<file path="config.mk">
export PLATFORM = sky130hd
export DESIGN_NAME = dma_xfer_engine
export DESIGN_NICKNAME = d
export VERILOG_FILES = /design/src/rtl/dma_xfer_pkg.sv /design/src/rtl/dma_ptr_step.sv /design/src/rtl/dma_len_decode.sv /design/src/rtl/dma_irq_flag.sv /design/src/rtl/dma_xfer_engine.sv
export SDC_FILE = /design/constraint.sdc
export NUM_CORES = 1
export LEC_CHECK = 0
export BUFFER_PORTS_ARGS = -buffer_cell sky130_fd_sc_hd__buf_2
export CAP_MARGIN = 20
export CORE_ASPECT_RATIO = 0.8
export CORE_MARGIN = 8
export CORE_UTILIZATION = 35
export DETAILED_ROUTE_END_ITERATION = 8
export GPL_TIMING_DRIVEN = 0
export HOLD_SLACK_MARGIN = 0.08
export SLEW_MARGIN = 20
export SYNTH_ARGS = -nofsm -noshare
export SYNTH_HDL_FRONTEND = slang
export SYNTH_SLANG_ARGS = --single-unit
</file>
<file path="constraint.sdc">
create_clock -name clk -period 3.7 [get_ports clk]
set_input_delay 0.185 -clock clk [delete_from_list [all_inputs] [get_ports clk]]
set_output_delay 0.185 -clock clk [all_outputs]
set_load 0.01 [all_outputs]
</file>
<file path="src/rtl/dma_xfer_pkg.sv">
// Shared types for the DMA transfer engine.
// Assumes: the step-mode encoding is fixed by the configuration format.
package dma_xfer_pkg;
    typedef enum logic [1:0] {
        STEP_HOLD = 2'b00,
        STEP_INC1 = 2'b01,
        STEP_INC2 = 2'b10,
        STEP_DEC1 = 2'b11
    } step_t;

    typedef enum logic [1:0] {
        ST_IDLE = 2'b00,
        ST_LEN  = 2'b01,
        ST_RD   = 2'b10,
        ST_WR   = 2'b11
    } xfer_state_t;
endpackage

</file>
<file path="src/rtl/dma_ptr_step.sv">
// Next value of one address pointer for its step mode.
// Assumes: wrap modulo 2^ADDR_W is wanted; purely combinational.
module dma_ptr_step
    import dma_xfer_pkg::*;
#(
    parameter int ADDR_W = 16
) (
    input  logic [ADDR_W-1:0] cur,
    input  step_t             mode,
    output logic [ADDR_W-1:0] nxt
);
    // Select the pointer adjustment for the mode.
    always_comb begin
        unique case (mode)
            STEP_HOLD: nxt = cur;
            STEP_INC1: nxt = cur + ADDR_W'(1);
            STEP_INC2: nxt = cur + ADDR_W'(2);
            default:   nxt = cur - ADDR_W'(1);
        endcase
    end
endmodule

</file>
<file path="src/rtl/dma_len_decode.sv">
// Extracts a unit count from the first source byte.
// Assumes: CNT_W >= BYTE_W; word transfers always use the whole byte.
module dma_len_decode #(
    parameter int BYTE_W = 8,
    parameter int CNT_W  = 13
) (
    input  logic [BYTE_W-1:0] len_byte,
    input  logic              word_mode,
    input  logic              len_8bit,
    output logic [CNT_W-1:0]  count
);
    // Keep the low bits, and the top bit only when the full byte is chosen.
    always_comb begin
        count = '0;
        count[BYTE_W-2:0] = len_byte[BYTE_W-2:0];
        if (word_mode || len_8bit) count[BYTE_W-1] = len_byte[BYTE_W-1];
    end
endmodule

</file>
<file path="src/rtl/dma_irq_flag.sv">
// Sticky completion flag with a gated request output.
// Assumes: a set and a clear in the same cycle leave the flag set.
module dma_irq_flag (
    input  logic clk,
    input  logic rst_n,
    input  logic set,
    input  logic clear,
    input  logic enable,
    output logic flag,
    output logic req
);
    // Hold the flag until software clears it.
    always_ff @(posedge clk) begin
        if (!rst_n)     flag <= 1'b0;
        else if (set)   flag <= 1'b1;
        else if (clear) flag <= 1'b0;
    end

    // The request is forwarded only under the global enable.
    assign req = flag & enable;
endmodule

</file>
<file path="src/rtl/dma_xfer_engine.sv">
// One DMA channel's transfer sequencer: a read, then a write, per unit.
// Assumes: mem_rdata is valid in the cycle where a read is granted;
// configuration inputs are sampled only with start while idle.
module dma_xfer_engine
    import dma_xfer_pkg::*;
#(
    parameter int ADDR_W = 16,
    parameter int DATA_W = 16,
    parameter int CNT_W  = 13
) (
    input  logic              clk,
    input  logic              rst_n,
    input  logic              start,
    input  logic [ADDR_W-1:0] src_addr,
    input  logic [ADDR_W-1:0] dst_addr,
    input  logic [1:0]        src_mode,
    input  logic [1:0]        dst_mode,
    input  logic              word_mode,
    input  logic [2:0]        len_sel,
    input  logic [CNT_W-1:0]  xfer_len,
    input  logic              len_8bit,
    input  logic              irq_mask,
    input  logic              irq_enable,
    input  logic              irq_clear,
    input  logic              abort,
    input  logic              grant,
    output logic              mem_req,
    output logic              mem_we,
    output logic              mem_word,
    output logic [ADDR_W-1:0] mem_addr,
    output logic [DATA_W-1:0] mem_wdata,
    input  logic [DATA_W-1:0] mem_rdata,
    output logic              busy,
    output logic              done,
    output logic              irq_flag,
    output logic              irq_req
);
    localparam int BYTE_W = 8;
    localparam int NPTR   = 2;   // index 0 source, 1 destination
    localparam int SRC    = 0;
    localparam int DST    = 1;

    xfer_state_t       state_q;
    logic [ADDR_W-1:0] ptr_q   [NPTR];
    logic [ADDR_W-1:0] ptr_nxt [NPTR];
    step_t             mode_q  [NPTR];
    logic [CNT_W-1:0]  cnt_q;
    logic [CNT_W-1:0]  len_cnt;
    logic [DATA_W-1:0] data_q;
    logic              word_q;
    logic              mask_q;
    logic              var_len;
    logic              finish;
    logic              mask_eff;

    // One step unit per pointer.
    for (genvar g = 0; g < NPTR; g++) begin : g_ptr
        dma_ptr_step #(.ADDR_W(ADDR_W)) i_step (
            .cur  (ptr_q[g]),
            .mode (mode_q[g]),
            .nxt  (ptr_nxt[g])
        );
    end

    dma_len_decode #(.BYTE_W(BYTE_W), .CNT_W(CNT_W)) i_len (
        .len_byte  (mem_rdata[BYTE_W-1:0]),
        .word_mode (word_q),
        .len_8bit  (len_8bit),
        .count     (len_cnt)
    );

    // Classify the length setting and detect the completing cycle.
    always_comb begin
        var_len  = (len_sel != 3'b000) && (len_sel != 3'b111);
        mask_eff = (state_q == ST_IDLE) ? irq_mask : mask_q;
        finish   = 1'b0;
        if (!abort) begin
            unique case (state_q)
                ST_IDLE: finish = start && !var_len && (xfer_len == '0);
                ST_LEN:  finish = grant && (len_cnt == '0);
                ST_WR:   finish = grant && (cnt_q == CNT_W'(1));
                default: finish = 1'b0;
            endcase
        end
    end

    dma_irq_flag i_irq (
        .clk    (clk),
        .rst_n  (rst_n),
        .set    (finish && mask_eff),
        .clear  (irq_clear),
        .enable (irq_enable),
        .flag   (irq_flag),
        .req    (irq_req)
    );

    // Sequence length read, unit read and unit write; abort has priority.
    always_ff @(posedge clk) begin
        if (!rst_n) begin
            state_q <= ST_IDLE;
            cnt_q   <= '0;
            data_q  <= '0;
            word_q  <= 1'b0;
            mask_q  <= 1'b0;
            done    <= 1'b0;
            for (int i = 0; i < NPTR; i++) begin
                ptr_q[i]  <= '0;
                mode_q[i] <= STEP_HOLD;
            end
        end else begin
            done <= finish;
            if (abort) begin
                state_q <= ST_IDLE;
            end else begin
                unique case (state_q)
                    ST_IDLE: if (start) begin
                        ptr_q[SRC]  <= src_addr;
                        ptr_q[DST]  <= dst_addr;
                        mode_q[SRC] <= step_t'(src_mode);
                        mode_q[DST] <= step_t'(dst_mode);
                        word_q      <= word_mode;
                        mask_q      <= irq_mask;
                        cnt_q       <= xfer_len;
                        if (var_len)               state_q <= ST_LEN;
                        else if (xfer_len != '0)   state_q <= ST_RD;
                    end
                    ST_LEN: if (grant) begin
                        ptr_q[SRC] <= ptr_nxt[SRC];
                        cnt_q      <= len_cnt;
                        state_q    <= (len_cnt == '0) ? ST_IDLE : ST_RD;
                    end
                    ST_RD: if (grant) begin
                        data_q     <= word_q ? mem_rdata
                                             : {{(DATA_W-BYTE_W){1'b0}}, mem_rdata[BYTE_W-1:0]};
                        ptr_q[SRC] <= ptr_nxt[SRC];
                        state_q    <= ST_WR;
                    end
                    default: if (grant) begin
                        ptr_q[DST] <= ptr_nxt[DST];
                        cnt_q      <= cnt_q - CNT_W'(1);
                        state_q    <= (cnt_q == CNT_W'(1)) ? ST_IDLE : ST_RD;
                    end
                endcase
            end
        end
    end

    // Drive the memory port from the current state.
    assign busy      = (state_q != ST_IDLE);
    assign mem_req   = busy;
    assign mem_we    = (state_q == ST_WR);
    assign mem_word  = word_q;
    assign mem_addr  = mem_we ? ptr_q[DST] : ptr_q[SRC];
    assign mem_wdata = data_q;
endmodule

</file>
==> reports/qor.log, run 1 <==
INFO  global_routing grt_usage=17.39%
INFO  clock_network  cts_max_level=3
INFO  setup_path     cp_top_family=compound AO/OA/AOI/OAI gates
INFO  synthesis      synth_nets=800
INFO  placement      post-place-ws=0.2682ns
INFO  sta            post_route_clock_skew=0.01259ns
INFO  floorplanning  placeableCoreArea=16,290um2
INFO  sta            fin_tns_setup=0ns
INFO  final_layout   finalNetCount=929
INFO  setup_path     cpPeakStageDelay=0.59ns
INFO  setup_path     worstPathCellList=nand2b_1, ha_1, a21o_1, a31o_2, o21ai_0, a41oi_1, xnor2_1, o221ai_1
INFO  sta            finalMaxSlewViolations=0
INFO  pwr            power_leakage=2.799nW
INFO  synthesis      synth-edff-count=36
INFO  synthesis      share_of_flip_flops_with_an_asynchronous_set_or_reset_after_synthesis=0%
INFO  placement      place.detailed.hpwl=14.15mm
INFO  sta            worst_max_slew_margin_expressed_relative_to_the_limit=39.81%
INFO  setup_path     crit_path_start=mode_q[0][1]$_SDFFCE_PN0P_
INFO  final_layout   fillers=1,707
INFO  sta            final_critical_path_setup_slack=0.2243ns
INFO  status         run_status=complete, no violations
INFO  final_layout   multi_input_comb_area=3741um2
INFO  floorplanning  die_y=130.4um
INFO  synthesis      synthTopCellsByArea=sky130_fd_sc_hd__edfxtp_1, sky130_fd_sc_hd__dfxtp_1, sky130_fd_sc_hd__ha_1
INFO  floorplanning  die-width=159.1um
INFO  synthesis      synth.cells.most_frequent=sky130_fd_sc_hd__nand2_1, sky130_fd_sc_hd__o21ai_0, sky130_fd_sc_hd__nor2_1, sky130_fd_sc_hd__a21oi_1, sky130_fd_sc_hd__edfxtp_1
INFO  pwr            cellPowerDensity=384.5nW/um2
INFO  final_layout   antenna-diode-count=0
INFO  setup_path     critPathCaptureType=register
INFO  synthesis      synth_top_area_share=18.86%
INFO  placement      numPlacedInstances=1,023
INFO  drt            post-route-drc-count=0
INFO  drt            dr_total_vias=5,647
INFO  placement      finalWeightedCongestion=0.8670
INFO  setup_path     critPathLaunchType=register
INFO  sta            holdWs=0.1081ns
INFO  sta            tightestPinTransition=0.9028ns
INFO  clock_network  cts_tree=done
INFO  drt            drt_pre_antenna_iters=5
INFO  setup_path     reg2reg_from=mode_q[0][1]$_SDFFCE_PN0P_
INFO  clock_network  path_clk_slew=0.06ns
INFO  synthesis      postSynthCellCount=688
INFO  clock_network  tritoncts.num_buffers=9
INFO  setup_path     timing.critical_path.slowest_stage_cell=sky130_fd_sc_hd__nand2b_1
INFO  synthesis      synthesis.yosys.warnings=0
INFO  sta            timing.final.setup_violations=0
INFO  global_routing vias_in_the_first_global_route=5,241
INFO  setup_path     required=3.76ns
INFO  min_path       worst_hold_class=in -> reg
INFO  pwr            p_sw=879.5uW
INFO  synthesis      synth_top_flop_cell=sky130_fd_sc_hd__edfxtp_1
INFO  final_layout   instances_no_fill=1,042
INFO  synthesis      synthesis.area=5730um2
INFO  clock_network  cts_root_buf=sky130_fd_sc_hd__clkbuf_16
INFO  drt            avgRoutedWirePerCell=17.67um
INFO  clock_network  worst_skew_pair_later_pin_latency=0.35ns
INFO  global_routing grt_pass1_wl=28.70mm
INFO  clock_network  cts_max_path_buffers=2
INFO  sta            hold_violations=0
INFO  clock_network  total_clock_sinks=71
INFO  sta            fmax=287.7MHz
INFO  synthesis      synth.avg_cell_area=8.329um2
INFO  global_routing grt_antenna_before_repair=2
INFO  global_routing grt_start_max_net_pins=19
INFO  min_path       hp-start=mem_rdata[7]
INFO  pwr            ir_worst_vdd=214.1uV
INFO  setup_path     worstPathArrival=3.54ns
INFO  pwr            p_clk_share=35.9%
INFO  setup_path     timing_worst_setup_path_type=reg -> reg
INFO  synthesis      synth.yosys.seq_area_share=31.09%
INFO  run            maxCapViolations=0
INFO  synthesis      library_cells_used_by_synthesis=63
INFO  final_layout   drive_gt1_share=20.68%
INFO  sta            post-route-period-util=93.94%
INFO  final_layout   syn2layout_area_growth=21.03%
INFO  pwr            seq_power_share=35.6%
INFO  setup_path     timing.critical_path.fanout_max=18
INFO  synthesis      synth.ff_latch_count=71
INFO  placement      port_buffers=115
INFO  drt            routed_wirelength=18.41mm
INFO  floorplanning  floorplan.initialDensity=35.18%
INFO  floorplanning  std_cell_rows=42
INFO  synthesis      cell_taking_the_most_area_after_synthesis=sky130_fd_sc_hd__edfxtp_1
INFO  synthesis      most_used_standard_cell_by_instance_count_after_synthesis=sky130_fd_sc_hd__nand2_1
INFO  global_routing global_route.overflow_total=0
INFO  drt            dr.first_iter.drc_count=396
INFO  pwr            power.share.combinational=28.5%
INFO  setup_path     cp_num_buf_inv=0
INFO  floorplanning  num_io_pins=117
INFO  drt            post_drt_via_cell_ratio=5.419
INFO  final_layout   sequential_cell_area=1782um2
INFO  pwr            internal-power=1.787mW
INFO  sta            rsz_0062_raised_after_global_routing=no
INFO  sta            finalWorstPathRequiredPeriod=3.476ns
INFO  floorplanning  die_area=20,750um2
INFO  pwr            power.switching_fraction=32.98%
INFO  drt            postRouteAntennaNets=0
## cell families (layout without fill, tap and decap cells)
kind of cell    Yosys count  after routing  synth area share (%)
buf+inv                  52            186                 3.668
xor+xnor                 49             49                 7.489
flops                    71             71                 31.09
simple gates            258            258                 22.49
fa+ha+maj                34             34                 7.686
compound gates          203            203                 23.56
mux                      21             21                 4.017
## cells in the final DEF, fill, tap and decap left out, types with 10 or more instances in the layout
master,count
sky130_fd_sc_hd__o21ai_0,53
sky130_fd_sc_hd__a21oi_1,41
sky130_fd_sc_hd__nor3_1,16
sky130_fd_sc_hd__buf_2,124
sky130_fd_sc_hd__ha_1,32
sky130_fd_sc_hd__a211oi_1,13
sky130_fd_sc_hd__xor2_1,19
sky130_fd_sc_hd__edfxtp_1,36
sky130_fd_sc_hd__xnor2_1,30
sky130_fd_sc_hd__inv_1,23
sky130_fd_sc_hd__nand2b_1,10
sky130_fd_sc_hd__nor2b_1,15
sky130_fd_sc_hd__mux2_2,16
sky130_fd_sc_hd__nand2_1,86
sky130_fd_sc_hd__dfxtp_1,35
sky130_fd_sc_hd__and3_1,10
sky130_fd_sc_hd__nand3_1,29
sky130_fd_sc_hd__nor2_1,45
sky130_fd_sc_hd__a21boi_0,19
sky130_fd_sc_hd__clkbuf_16,10
sky130_fd_sc_hd__clkbuf_1,17
sky130_fd_sc_hd__o211ai_1,11
## layer usage
metal / GRT usage [%] / wire, um
met1: 24.46 / 8914
met2: 26.58 / 8034
met3: 4.853 / 1308
met4: 2.712 / 129
met5: 0 / 27
## state kept, by name, indices dropped and copies added (netlist names), 2 cells and up
name       count
state_q        2
ptr_q         32
cnt_q         13
mode_q         4
mem_wdata     16
## per-stage QoR
| step | cell area (um2) | power, mW | utilization, % |
|---|---|---|---|
| 6_report | 6935 | 2.667 | 42.57 |
| 5_1_grt | 6935 | 2.809 | 42.57 |
| 4_1_cts | 6933 | 2.678 | 42.56 |
| 3_5_place_dp | 6581 | 1.712 | 40.40 |
| 3_3_place_gp | 6581 | 1.707 | 40.40 |
| 2_1_floorplan | 5731 | 1.496 | - |
## power groups by stage
stage,Sequential (mW),Combinational [mW],Clock (mW)
6_report,0.949,0.761,0.957
5_1_grt,0.958,0.847,1.00
4_1_cts,0.947,0.755,0.976
3_5_place_dp,0.965,0.748,0
3_3_place_gp,0.963,0.744,0
2_1_floorplan,0.943,0.553,0
## layout make-up
| type | instances | share of cell area, % |
|---|---|---|
| multi-input cells | 565 | 53.94 |
| plain buffers | 29 | 1.786 |
| inverters | 23 | 1.245 |
| clock inverters | 6 | 1.028 |
| well taps | 220 | 3.969 |
| flip-flops and latches | 71 | 25.69 |
| repair buffers | 118 | 8.732 |
| clock buffers | 10 | 3.608 |
## final timing paths
check | to | slack [ns] | cells past startpoint
setup / recovery | ptr_q[0][14]$_DFFE_PP_ | 0.22 | 8
hold / removal | mem_wdata[7]$_SDFFE_PN0P_ | 0.11 | 3
setup reg to reg | ptr_q[0][14]$_DFFE_PP_ | 0.22 | 8
hold reg to reg | mem_wdata[14]$_SDFFE_PN0P_ | 0.46 | 2
## repair_timing
| item | 4_1_cts | 5_1_grt |
|---|---|---|
| hold buffers | 3 | 0 |
| endpoints found under the setup margin | 0 | 1 |
| setup buffers | 0 | 0 |
| hold endpoints to repair | 3 | 0 |
| resized for setup | 0 | 1 |
## worst min-delay path, delay by kind of cell
kind | cells | cell delay, ns
compound gates | 1 | 0.06
buf+inv | 1 | 0.11
simple gates | 1 | 0.04
(Power assumes the default switching activity.)
==> run 2: changes to the inputs <==
--- a/config.mk
+++ b/config.mk
@@ -9,10 +9,12 @@
 export CAP_MARGIN = 20
 export CORE_ASPECT_RATIO = 0.8
 export CORE_MARGIN = 8
-export CORE_UTILIZATION = 35
+export CORE_UTILIZATION = 25
+export CTS_BUF_LIST = sky130_fd_sc_hd__clkbuf_16
 export DETAILED_ROUTE_END_ITERATION = 8
 export GPL_TIMING_DRIVEN = 0
 export HOLD_SLACK_MARGIN = 0.08
+export PLACE_DENSITY_LB_ADDON = 0.05
 export SLEW_MARGIN = 20
 export SYNTH_ARGS = -nofsm -noshare
 export SYNTH_HDL_FRONTEND = slang
==> run 2 against run 1 <==
Net effect: core utilization down 11 points; combinational power up 2%; fmax up 4.6%; non-clock buffer count unchanged; register-to-register slack better by 0.15 ns; power down 1.8%; worst hold slack better by 0.0055 ns; setup slack better by 0.15 ns; largest cell class unchanged; clock skew up 0.0027 ns; sequential share of layout area down 0.28 points; clock power down 7.5%; routed wire length up 14%.
==> reports/qor.log, run 2 (synthesized netlist as in run 1, its figures left out) <==
INFO  status         run_status=complete, no violations
INFO  setup_path     worst_r2r_endpoint=ptr_q[0][14]$_DFFE_PP_
INFO  clock_network  tritoncts.num_buffers=9
INFO  setup_path     timing.critical_path.fanout_max=18
INFO  setup_path     timing_worst_setup_path_type=reg -> reg
INFO  final_layout   largest_reg_flops=32
INFO  run            maxCapViolations=0
INFO  final_layout   syn2layout_area_growth=22.34%
INFO  global_routing grt_start_max_net_pins=19
INFO  global_routing grt_antenna_before_repair=0
INFO  clock_network  total_clock_sinks=71
INFO  placement      port_buffers=115
INFO  global_routing grt_pass1_wl=32.43mm
INFO  sta            hold_violations=0
INFO  drt            dr_total_vias=5,635
INFO  drt            drt_pre_antenna_iters=4
INFO  clock_network  cts_max_level=3
INFO  final_layout   antenna-diode-count=0
INFO  global_routing use_met2=22.60%
INFO  pwr            cellPowerDensity=373.4nW/um2
INFO  min_path       timing.hold.worst_endpoint=mem_wdata[7]$_SDFFE_PN0P_
INFO  drt            post-route-drc-count=0
INFO  min_path       worst_hold_class=in -> reg
INFO  floorplanning  floorplan.initialDensity=25.47%
INFO  clock_network  path_clk_slew=0.07ns
INFO  sta            timing.final.setup_violations=0
INFO  final_layout   largest-register=ptr_q
INFO  drt            post_drt_via_cell_ratio=4.996
INFO  final_layout   layout.core_utilization=31.16%
INFO  drt            postRouteAntennaNets=0
INFO  sta            finalMaxSlewViolations=0
INFO  drt            routed_wirelength=20.92mm
INFO  floorplanning  placeableCoreArea=22,500um2
INFO  clock_network  postCtsSetupRepairBufs=0
INFO  global_routing grt_busiest_layer=met2
INFO  floorplanning  die_area=28,050um2
INFO  placement      place.detailed.hpwl=16.71mm
INFO  clock_network  cts_root_buf=sky130_fd_sc_hd__clkbuf_16
INFO  sta            post-route-period-util=89.82%
INFO  final_layout   layout.cells.most_common=sky130_fd_sc_hd__buf_2
INFO  sta            worst_max_slew_margin_expressed_relative_to_the_limit=42.73%
INFO  global_routing global_route.overflow_total=0
INFO  global_routing met1_usage=22.15%
INFO  final_layout   finalNetCount=929
INFO  pwr            power_leakage=2.785nW
INFO  setup_path     reg2regPathDepth=8
INFO  setup_path     required=3.77ns
INFO  sta            finalWorstPathRequiredPeriod=3.323ns
INFO  setup_path     worstPathArrival=3.40ns
INFO  clock_network  worst_skew_pair_later_pin_latency=0.35ns
INFO  clock_network  cts_tree=done
INFO  final_layout   drive_gt1_share=20.56%
INFO  floorplanning  die_y=151.4um
INFO  setup_path     reg2reg_from=mode_q[0][1]$_SDFFCE_PN0P_
INFO  setup_path     critPathLaunchType=register
INFO  placement      finalWeightedCongestion=0.7985
INFO  global_routing gr-usage-met3=2.398%
INFO  global_routing vias_in_the_first_global_route=5,493
INFO  drt            avgRoutedWirePerCell=18.55um
INFO  sta            fmax=300.9MHz
INFO  setup_path     critPathCaptureType=register
INFO  sta            fin_tns_setup=0ns
INFO  sta            rsz_0062_raised_after_global_routing=no
INFO  final_layout   mostFrequentLayoutCells=sky130_fd_sc_hd__buf_2, sky130_fd_sc_hd__nand2_1, sky130_fd_sc_hd__o21ai_0
INFO  sta            post_route_clock_skew=0.01533ns
INFO  min_path       worstHoldPathCells=3
INFO  floorplanning  num_io_pins=117
INFO  drt            dr.first_iter.drc_count=285
INFO  sta            tightestPinTransition=0.8590ns
INFO  pwr            ir_worst_vdd=216.8uV
INFO  floorplanning  die-width=185.3um
INFO  min_path       hp-start=mem_rdata[7]
INFO  floorplanning  std_cell_rows=49
INFO  setup_path     timing.reg2reg.setup_slack=0.38ns
INFO  global_routing grt_usage=15.03%
INFO  clock_network  cts_max_path_buffers=2
==> run 2: cell count changes in the layout (fill, tap and decap cells not counted), sizes merged <==
| cell | before | now |
|---|---|---|
| bufinv | 1 | 0 |
| clkinv | 1 | 2 |
==> run 2: final cells by class <==
type | instances | area [um2]
buffer | 29 | 123.9
sequential | 71 | 1782
timing repair buffer | 118 | 605.6
tap | 306 | 382.9
multi-input combinational | 565 | 3741
fill | 2427 | 15490
inverter | 23 | 86.33
clock buffer | 10 | 250.2
clock inverter | 6 | 38.79
==> run 2: critical path: stages (launching register included) <==
cell	delay, ns
sky130_fd_sc_hd__edfxtp_1	0.42
sky130_fd_sc_hd__nand2b_1	0.56
sky130_fd_sc_hd__ha_1	0.59
sky130_fd_sc_hd__a21o_1	0.23
sky130_fd_sc_hd__a31o_2	0.25
sky130_fd_sc_hd__o21ai_0	0.47
sky130_fd_sc_hd__a41oi_1	0.23
sky130_fd_sc_hd__xnor2_1	0.18
sky130_fd_sc_hd__o221ai_1	0.13
==> run 2: worst max-delay path by stage <==
| stage | start | endpoint | slack, ns |
|---|---|---|---|
| final | mode_q[0][1]$_SDFFCE_PN0P_ | ptr_q[0][14]$_DFFE_PP_ | 0.38 |
| after global routing | mode_q[0][1]$_SDFFCE_PN0P_ | ptr_q[0][14]$_DFFE_PP_ | 0.16 |
| after CTS | mode_q[0][2]$_SDFFCE_PN0P_ | ptr_q[0][28]$_DFFE_PP_ | 0.17 |
| after detailed placement | mode_q[0][2]$_SDFFCE_PN0P_ | ptr_q[0][28]$_DFFE_PP_ | 0.18 |
| after global placement | mode_q[0][2]$_SDFFCE_PN0P_ | ptr_q[0][28]$_DFFE_PP_ | 0.21 |
| after floorplan | mode_q[0][2]$_SDFFCE_PN0P_ | ptr_q[0][30]$_DFFE_PP_ | 0.94 |
==> run 2: power breakdown <==
part | switching (mW) | total [mW] | internal [mW] | leakage [nW]
sequential | 0.0798 | 0.960 | 0.880 | 0.666
clock | 0.387 | 0.885 | 0.498 | 0.147
combinational | 0.439 | 0.773 | 0.335 | 1.97
total | 0.905 | 2.62 | 1.71 | 2.78
==> run 2: routing by layer <==
layer | up-vias | part of all wire (%)
met5 | - | 0
met4 | 0 | 0.77
met3 | 9 | 4.2
met2 | 106 | 44
met1 | 2699 | 51
li1 | 2821 | -
==> run 2: per-stage QoR <==
step / cells / hold slack [ns] / setup WS, ns / instance area (um2) / power (mW)
floorplan: 688 / 0.2727 / 0.9404 / 5731 / 1.496
global placement: 1109 / 0.3668 / 0.2088 / 6689 / 1.745
detailed placement: 1109 / 0.3651 / 0.1775 / 6689 / 1.747
CTS: 1128 / 0.09581 / 0.1684 / 7008 / 2.649
global route: 1128 / 0.1076 / 0.1551 / 7010 / 2.780
finish: 1128 / 0.1136 / 0.3767 / 7010 / 2.618
==> run 2: what timing repair did <==
item / in CTS / in global routing
hold buffers: 3 / 0
setup endpoints to repair: 0 / 1
endpoints found under the hold margin: 3 / 0
resized for setup: 0 / 1
